**config.mk**
```make
export PLATFORM = sky130hd
export DESIGN_NAME = gpio16_bank
export DESIGN_NICKNAME = d
export VERILOG_FILES = /design/src/rtl/gpio16_pkg.sv /design/src/rtl/gpio16_pin_sync.sv /design/src/rtl/gpio16_edge_select.sv /design/src/rtl/gpio16_regs.sv /design/src/rtl/gpio16_bank.sv
export SDC_FILE = /design/constraint.sdc
export NUM_CORES = 1
export LEC_CHECK = 0
export BUFFER_PORTS_ARGS = -buffer_cell sky130_fd_sc_hd__buf_2
export CAP_MARGIN = 20
export CELL_PAD_IN_SITES_DETAIL_PLACEMENT = 0
export CELL_PAD_IN_SITES_GLOBAL_PLACEMENT = 1
export CORE_MARGIN = 1
export CORE_UTILIZATION = 48
export DETAILED_ROUTE_END_ITERATION = 8
export HOLD_SLACK_MARGIN = 0.08
export PLACE_DENSITY = 0.82
export SLEW_MARGIN = 20
export SYNTH_ARGS = -nofsm -noshare
export SYNTH_HDL_FRONTEND = slang
export SYNTH_SLANG_ARGS = --single-unit
```
**constraint.sdc**
```tcl
create_clock -name clk -period 3.1 [get_ports clk]
set_input_delay 0.465 -clock clk [delete_from_list [all_inputs] [get_ports clk]]
set_output_delay 0.465 -clock clk [all_outputs]
set_load 0.005 [all_outputs]
```
**src/rtl/gpio16_pkg.sv**
```systemverilog
package gpio16_pkg;
    localparam int PINS   = 16;
    localparam int DW     = 32;
    localparam int AW     = 8;
    localparam int EDGE_W = 2 * PINS;

    localparam logic [AW-1:0] OFS_REV      = 8'h00;
    localparam logic [AW-1:0] OFS_STAT     = 8'h18;
    localparam logic [AW-1:0] OFS_IEN      = 8'h1C;
    localparam logic [AW-1:0] OFS_WAKE     = 8'h28;
    localparam logic [AW-1:0] OFS_DIN      = 8'h2C;
    localparam logic [AW-1:0] OFS_DOUT     = 8'h30;
    localparam logic [AW-1:0] OFS_DIR      = 8'h34;
    localparam logic [AW-1:0] OFS_EDGE_LO  = 8'h38;
    localparam logic [AW-1:0] OFS_EDGE_HI  = 8'h3C;
    localparam logic [AW-1:0] OFS_IEN_CLR  = 8'h9C;
    localparam logic [AW-1:0] OFS_WAKE_CLR = 8'hA8;
    localparam logic [AW-1:0] OFS_DOUT_CLR = 8'hB0;
    localparam logic [AW-1:0] OFS_IEN_SET  = 8'hDC;
    localparam logic [AW-1:0] OFS_WAKE_SET = 8'hE8;
    localparam logic [AW-1:0] OFS_DOUT_SET = 8'hF0;

    typedef logic [PINS-1:0] pinvec_t;

    typedef struct packed {
        pinvec_t             dout;
        pinvec_t             dir;
        pinvec_t             ien;
        pinvec_t             wake;
        pinvec_t             stat;
        logic [EDGE_W-1:0]   edge_cfg;
    } bank_state_t;
endpackage

```
**src/rtl/gpio16_pin_sync.sv**
```systemverilog
module gpio16_pin_sync #(
    parameter int PINS   = 16,
    parameter int STAGES = 2
) (
    input  logic            clk,
    input  logic            rst_n,
    input  logic [PINS-1:0] pin_i,
    output logic [PINS-1:0] sync_o,
    output logic [PINS-1:0] rise_o,
    output logic [PINS-1:0] fall_o
);
    for (genvar g = 0; g < PINS; g++) begin : g_pin
        logic [STAGES-1:0] chain_d, chain_q;
        logic              prev_d, prev_q;

        always_comb begin
            chain_d = {chain_q[STAGES-2:0], pin_i[g]};
            prev_d  = chain_q[STAGES-1];
        end

        always_ff @(posedge clk or negedge rst_n) begin
            if (!rst_n) begin
                chain_q <= '0;
                prev_q  <= 1'b0;
            end else begin
                chain_q <= chain_d;
                prev_q  <= prev_d;
            end
        end

        assign sync_o[g] = chain_q[STAGES-1];
        assign rise_o[g] = chain_q[STAGES-1] & ~prev_q;
        assign fall_o[g] = ~chain_q[STAGES-1] & prev_q;
    end
endmodule

```
**src/rtl/gpio16_edge_select.sv**
```systemverilog
module gpio16_edge_select #(
    parameter int PINS = 16
) (
    input  logic [PINS-1:0]   rise_i,
    input  logic [PINS-1:0]   fall_i,
    input  logic [2*PINS-1:0] cfg_i,
    output logic [PINS-1:0]   evt_o
);
    for (genvar g = 0; g < PINS; g++) begin : g_sel
        // field bit 1 = rising, field bit 0 = falling
        assign evt_o[g] = (rise_i[g] & cfg_i[2*g+1]) | (fall_i[g] & cfg_i[2*g]);
    end
endmodule

```
**src/rtl/gpio16_regs.sv**
```systemverilog
module gpio16_regs
    import gpio16_pkg::*;
#(
    parameter logic [3:0] REV_MAJOR = 4'd2,
    parameter logic [3:0] REV_MINOR = 4'd1
) (
    input  logic              clk,
    input  logic              rst_n,
    input  logic              bus_sel,
    input  logic              bus_wr,
    input  logic [AW-1:0]     bus_addr,
    input  logic [DW-1:0]     bus_wdata,
    output logic [DW-1:0]     bus_rdata,
    input  pinvec_t           din_i,
    input  pinvec_t           evt_i,
    output pinvec_t           dout_o,
    output pinvec_t           dir_o,
    output logic [EDGE_W-1:0] edge_cfg_o,
    output logic              irq_o
);
    localparam int HALF = EDGE_W / 2;

    bank_state_t state_d, state_q;
    pinvec_t     wmask;
    pinvec_t     stat_clr;
    logic        wr_en;

    always_comb begin
        state_d  = state_q;
        wr_en    = bus_sel & bus_wr;
        wmask    = bus_wdata[PINS-1:0];
        stat_clr = '0;
        if (wr_en) begin
            unique case (bus_addr)
                OFS_STAT:     stat_clr       = wmask;
                OFS_IEN:      state_d.ien    = wmask;
                OFS_IEN_SET:  state_d.ien    = state_q.ien | wmask;
                OFS_IEN_CLR:  state_d.ien    = state_q.ien & ~wmask;
                OFS_WAKE:     state_d.wake   = wmask;
                OFS_WAKE_SET: state_d.wake   = state_q.wake | wmask;
                OFS_WAKE_CLR: state_d.wake   = state_q.wake & ~wmask;
                OFS_DOUT:     state_d.dout   = wmask;
                OFS_DOUT_SET: state_d.dout   = state_q.dout | wmask;
                OFS_DOUT_CLR: state_d.dout   = state_q.dout & ~wmask;
                OFS_DIR:      state_d.dir    = wmask;
                OFS_EDGE_LO:  state_d.edge_cfg[HALF-1:0]      = bus_wdata[HALF-1:0];
                OFS_EDGE_HI:  state_d.edge_cfg[EDGE_W-1:HALF] = bus_wdata[HALF-1:0];
                default: ;
            endcase
        end
        // a new event wins over a clear in the same cycle
        state_d.stat = (state_q.stat & ~stat_clr) | evt_i;
    end

    always_ff @(posedge clk or negedge rst_n) begin
        if (!rst_n) begin
            state_q          <= '0;
            state_q.dir      <= '1;
        end else begin
            state_q          <= state_d;
        end
    end

    always_comb begin
        bus_rdata = '0;
        unique case (bus_addr)
            OFS_REV:      bus_rdata[7:0]      = {REV_MAJOR, REV_MINOR};
            OFS_STAT:     bus_rdata[PINS-1:0] = state_q.stat;
            OFS_IEN:      bus_rdata[PINS-1:0] = state_q.ien;
            OFS_WAKE:     bus_rdata[PINS-1:0] = state_q.wake;
            OFS_DIN:      bus_rdata[PINS-1:0] = din_i;
            OFS_DOUT:     bus_rdata[PINS-1:0] = state_q.dout;
            OFS_DIR:      bus_rdata[PINS-1:0] = state_q.dir;
            OFS_EDGE_LO:  bus_rdata[HALF-1:0] = state_q.edge_cfg[HALF-1:0];
            OFS_EDGE_HI:  bus_rdata[HALF-1:0] = state_q.edge_cfg[EDGE_W-1:HALF];
            default: ;
        endcase
    end

    assign dout_o     = state_q.dout;
    assign dir_o      = state_q.dir;
    assign edge_cfg_o = state_q.edge_cfg;
    assign irq_o      = |(state_q.stat & state_q.ien);

    // reset values present on the first clock after reset release
    a_r1_reset_state: assert property (@(posedge clk) disable iff (!rst_n)
        $rose(rst_n) |-> (state_q.dir == '1 && state_q.ien == '0 && state_q.stat == '0));

    // every event latches its status bit
    a_r7_event_latches: assert property (@(posedge clk) disable iff (!rst_n)
        (|evt_i) |=> ((state_q.stat & $past(evt_i)) == $past(evt_i)));

    // status holds without events or clear writes
    a_r8_status_holds: assert property (@(posedge clk) disable iff (!rst_n)
        (!(wr_en && bus_addr == OFS_STAT) && evt_i == '0) |=> $stable(state_q.stat));

    // cleared bits without a competing event read zero afterwards
    a_r8_clear_takes: assert property (@(posedge clk) disable iff (!rst_n)
        (wr_en && bus_addr == OFS_STAT) |=>
            ((state_q.stat & $past(bus_wdata[PINS-1:0] & ~evt_i)) == '0));

    // set alias only adds bits
    a_r3_set_alias: assert property (@(posedge clk) disable iff (!rst_n)
        (wr_en && bus_addr == OFS_DOUT_SET) |=>
            (state_q.dout == ($past(state_q.dout) | $past(bus_wdata[PINS-1:0]))));

    // clear alias only removes bits
    a_r3_clr_alias: assert property (@(posedge clk) disable iff (!rst_n)
        (wr_en && bus_addr == OFS_IEN_CLR) |=>
            (state_q.ien == ($past(state_q.ien) & ~$past(bus_wdata[PINS-1:0]))));
endmodule

```
**src/rtl/gpio16_bank.sv**
```systemverilog
module gpio16_bank
    import gpio16_pkg::*;
#(
    parameter logic [3:0] REV_MAJOR   = 4'd2,
    parameter logic [3:0] REV_MINOR   = 4'd1,
    parameter int         SYNC_STAGES = 2
) (
    input  logic        clk,
    input  logic        rst_n,
    input  logic        bus_sel,
    input  logic        bus_wr,
    input  logic [7:0]  bus_addr,
    input  logic [31:0] bus_wdata,
    output logic [31:0] bus_rdata,
    input  logic [15:0] pin_in,
    output logic [15:0] pin_out,
    output logic [15:0] pin_oe,
    output logic        irq
);
    pinvec_t           sync_v, rise_v, fall_v, evt_v, dir_v;
    logic [EDGE_W-1:0] edge_cfg;

    gpio16_pin_sync #(.PINS(PINS), .STAGES(SYNC_STAGES)) u_sync (
        .clk    (clk),
        .rst_n  (rst_n),
        .pin_i  (pin_in),
        .sync_o (sync_v),
        .rise_o (rise_v),
        .fall_o (fall_v)
    );

    gpio16_edge_select #(.PINS(PINS)) u_esel (
        .rise_i (rise_v),
        .fall_i (fall_v),
        .cfg_i  (edge_cfg),
        .evt_o  (evt_v)
    );

    gpio16_regs #(.REV_MAJOR(REV_MAJOR), .REV_MINOR(REV_MINOR)) u_regs (
        .clk        (clk),
        .rst_n      (rst_n),
        .bus_sel    (bus_sel),
        .bus_wr     (bus_wr),
        .bus_addr   (bus_addr),
        .bus_wdata  (bus_wdata),
        .bus_rdata  (bus_rdata),
        .din_i      (sync_v),
        .evt_i      (evt_v),
        .dout_o     (pin_out),
        .dir_o      (dir_v),
        .edge_cfg_o (edge_cfg),
        .irq_o      (irq)
    );

    assign pin_oe = ~dir_v;

    // a pin marked as input is never driven
    a_r4_input_undriven: assert property (@(posedge clk) disable iff (!rst_n)
        (pin_oe & dir_v) == '0);
endmodule

```
; Word level (Yosys, flattened, before mapping)
; Index checks and enable logic that the tools add are counted.
[word_totals]
out_inout_bits = 65
ff_bits = 160
[classes]
reduce_logical = 11
n_eq_ne = 14
n_bitwise = 125
muxes = 7
[ops]
columns = operator, n
row1 = one-hot mux 16 bit (3 select lines), 3
row2 = AND 16 bit, 5
row3 = one-hot mux 8 bit (9 select lines), 1
row4 = AND 1 bit, 65
row5 = bitwise OR 16 bit, 4
row6 = one-hot mux 8 bit (8 select lines), 1
row7 = equality test 8 x 6 -> 1 bit (second input constant), 6
row8 = equality test 8 bit (second input constant), 6
row9 = NOT 16 bit, 3
row10 = 2-to-1 mux 16 bit, 2
row11 = NOT 1 bit, 32
row12 = equality test 8 x 5 -> 1 bit (second input constant), 2
row13 = bitwise OR 1 bit, 16
row14 = OR reduction 16 bit, 1
row15 = AND reduction 2 bit, 6
row16 = nonzero test 3 bit, 3
row17 = zero test 8 bit, 1

; Longest topological paths before layout
[logic_depth]
depth_word = 6
ltp_mapped = 7
ltp_nobuf = 4

; Hierarchy
; A second synthesis with hierarchy kept.
[hier_totals]
cells_unflattened = 753
hier_area_um2 = 8400.6
[by_module_without_submodules]
columns = module, seq_area_each_um2, cells_each, area_each_um2, n_inst
row1 = gpio16_regs, 2822.7, 625, 6598.8, 1
row2 = gpio16_pin_sync, 1201.2, 96, 1601.5, 1
row3 = gpio16_edge_select, 0.0, 16, 140.1, 1
row4 = gpio16_bank, 0.0, 16, 60.1, 1

; Least setup slack after synthesis
; No wires, ideal clock.
[synth_path]
path_type = input-to-output
startpoint = input bus_addr[4]
endpoint = output bus_rdata[15]
t_arrival_ns = 1.701
path_stages = 4
slack_ns = 0.934
required_time_ns = 2.635
cell_sequence = clkbuf_1 > or4b_2 > o22a_1 > o22ai_1
[synth_via]
elab_chain_len = 2
[synth_lines]
columns = item, line_no
row1 = start: declaration, gpio16_bank.sv:12  ; input logic [7:0] bus_addr,
row2 = equality test 8 x 6 -> 1 bit / equality test 8 x 5 -> 1 bit (equally long branches), gpio16_regs.sv:66  ; unique case (bus_addr)
row3 = one-hot mux 8 bit (8 select lines) (*), gpio16_regs.sv:66
row4 = end: declaration, gpio16_bank.sv:14  ; output logic [31:0] bus_rdata,
; Mark *: on every way between the ends. The rest lies on a longest branch, timed or not.

; Worst setup path after layout
[layout_path]
startpoint = input bus_addr[3]
endpoint = output bus_rdata[5]
[layout_via]
elab_chain_len = 2
[layout_lines]
columns = item, line_no
row1 = equality test 8 x 6 -> 1 bit (tied with other cells), gpio16_regs.sv:66
row2 = one-hot mux 8 bit (9 select lines) (*), gpio16_regs.sv:66
; Marked as above.

==> results.toml <==
[setup_path]
r2r_end = "u_regs.state_q[64]"
crit_start = "bus_addr[3]"
critPathArrivalTime_ps = 2250
cp-start-kind = "input port"
r2r_slack_ps = 2120
crit_slowest_cell = "or3b_2"
max_stage_delay_ps = 660
critPathBufInv = 2
path_delay_family = "simple AND/OR/NAND/NOR gates"
critical_path_depth = 6
cp_max_fo = 22
end_kind = "primary output"
path_cells = "buf_2 > or3b_2 > nor3_1 > o21ai_0 > o211ai_1 > buf_2"
critPathCapture = "bus_rdata[5]"
crit_top_cell = "buf_2"
reg2reg_depth = 2
crit_type = "input port to primary output"
worstPathRequired_ps = 2630
crit-reg2reg-launch = "u_regs.state_q[64]"

[drt]
vias = 6099
vias_per_cell = 6.09
wl_um = 23200
wire_per_inst_um = 23.2
antenna_left = 0
dr.pass1.iters = 5
drt_iter0_markers = 684
drc_errors = 0

[floorplan]
coreArea_mm2 = 0.0154
start_util = 0.498
die_h_um = 128
die_w_um = 128
die_area_mm2 = 0.0165
io_pins = 125
rows = 45

[synthesis]
synth_area_leaders = "dfrtp_1, mux2_2, dfstp_2"
ys_ff_latch = 160
ys_warn_count = 0
seq_area_frac_synth = 0.525
yosysMostFrequentCell = "dfrtp_1"
synth-adder-area-share = 0
synth_compound_area_frac = 0.162
synth.avg_cell_area_um2 = 11.4
synthMuxAreaShare = 0.105
yosysTopAreaCellShare = 0.471
synth_ff_type = "dfrtp_1"
synthesis.instances = 670
synth-xor-area-share = 0
synth_enable_flop_cells = 0
synth_top_family_by_area = "compound AO/OA/AOI/OAI gates"
netlist_area_mm2 = 0.00766
async_reset_ff_frac = 1.00
yosys-top-cells-count = "dfrtp_1, nand2_1, mux2_2"
yosys.area_share.simple = 0.133
synth_top_area_cell = "dfrtp_1"
netlist-cell-type-count = 60

[cts]
cts_resized = 0
clk_pin_slew_ps = 70
cts_inserted_buffers = 17
clockBufferDepth = 2
clkLatencyLatePin_ps = 440
h-tree-depth = 4
cts-hold-fix-buffers = 1
cts_tree = "built"
cts.sinks = 160
cts_setup_buffers = 0
root_buffer = "clkbuf_16"

[power]
p_leak_nw = 4.11
p_seq_frac = 0.472
cellPowerDensity_mw_per_mm2 = 533
switching_share = 0.270
power_frac_clock = 0.442
internal_power_mw = 3.50
combPwrFrac = 0.086
finalPower_mw = 4.79
switchingPower_mw = 1.29
vdd_drop_max_mv = 0.419

[sta]
fin_setup_tns_ps = 0
setup_violations = 0
worst_slew_pin_slew_ps = 607
rsz0062_at_grt = "no"
skew_ps = 6.44
finalWorstSetupSlack_ps = 387
slew_viol_final = 0
final_hold_viol_count = 0
fin_crit_sh = 0.875
slew_headroom = 0.592
period_needed_ps = 2710
max_freq_mhz = 369

[worst_hold_path]
hold_path_class = "input port to flip-flop"

[flow_run]
drv_cap = 0

[placement]
port_buffers = 92
dp_slack_ps = 425
dp_hpwl_um = 16000
gp_congestion = 0.923

[global_routing]
grt_max_degree = 69
track_usage = 0.300
antenna_found_initial = 0
overflow = 0
grt_pass1_wl_um = 35700
first_global_vias = 6107

[outcome]
outcome = "finished, final reports clean"

[finish]
nets = 837
utilization = 0.585
drive_above_1_share = 0.311
area_delta_synth_final_pct = 17.4
antennaDiodeCount = 0
[sequential cells by signal (all words and copies together) (netlist names)]
signal                flops
u_regs.state_q           48
u_regs.edge_cfg_o        32
u_sync.g_pin.chain_q     32
u_regs.dir_o             16
u_regs.dout_o            16
u_sync.g_pin.prev_q      16
[power by group through the flow]
stage                     Clock (mW)  Combinational (mW)  Sequential, mW
after floorplan                    0               0.244            2.26
after global placement             0               0.397            2.29
after detailed placement           0               0.404            2.29
after CTS                       2.15               0.409            2.26
after global routing            2.23               0.447            2.27
final                           2.12               0.412            2.26
[per-stage QoR]
stage / instances / hold slack (ps) / cell area (µm²)
after detailed placement: 968 / 335 / 8390
after global placement: 968 / 334 / 8390
after floorplan: 685 / 169 / 7710
after global routing: 1001 / 99.2 / 8990
after CTS: 1001 / 110 / 8990
final: 1001 / 120 / 8990
[how the worst min path moves through the flow]
stage,startpoint,to,slack [ps],cells past startpoint
global placement,u_sync.g_pin[8].chain_q[0],u_sync.g_pin[8].chain_q[1],330,0
global route,pin_in[11],u_sync.g_pin[11].chain_q[0],100,1
CTS,pin_in[11],u_sync.g_pin[11].chain_q[0],110,1
floorplan,rst_n,u_regs.dout_o[0],170,0
detailed placement,u_sync.g_pin[13].chain_q[0],u_sync.g_pin[13].chain_q[1],330,0
finish,pin_in[11],u_sync.g_pin[11].chain_q[0],120,1
[logic make-up (layout without fill, tap and decap cells)]
| logic type | Yosys count | in the layout |
|---|---|---|
| mux | 74 | 74 |
| compound gates | 163 | 163 |
| buf+inv | 101 | 206 |
| simple gates | 171 | 171 |
| flops | 160 | 160 |
| other cells | 1 | 16 |
[layout make-up]
| cell class | instances | area, µm² |
|---|---|---|
| Fill cell | 1352 | 6380 |
| Sequential cell | 160 | 4020 |
| Multi-Input combinational cell | 424 | 3130 |
| Timing Repair Buffer | 140 | 855 |
| Clock buffer | 17 | 425 |
| Tap cell | 211 | 264 |
| Clock inverter | 15 | 165 |
| Inverter | 34 | 128 |
[routing by layer]
layer / track usage / up-vias / part of all wire
met5: 0 / - / 0
met4: 0.118 / 0 / 0.035
met3: 0.0876 / 61 / 0.085
met2: 0.457 / 331 / 0.45
met1: 0.406 / 3071 / 0.42
li1: - / 2636 / -
[cell usage in the layout, fill, tap and decap left out, types with 7 or more instances in the layout]
cell / n
dfrtp_1: 144
nor3b_1: 18
a22o_1: 38
inv_6: 7
o211ai_1: 19
a22oi_1: 20
buf_2: 91
o22ai_1: 8
clkbuf_16: 17
conb_1: 16
nand3b_1: 19
nand2_1: 83
mux2i_1: 33
inv_1: 34
mux2_2: 40
o21ai_0: 34
buf_4: 45
dfstp_2: 16
a221o_1: 16
Power figures use the tool's default switching activity.
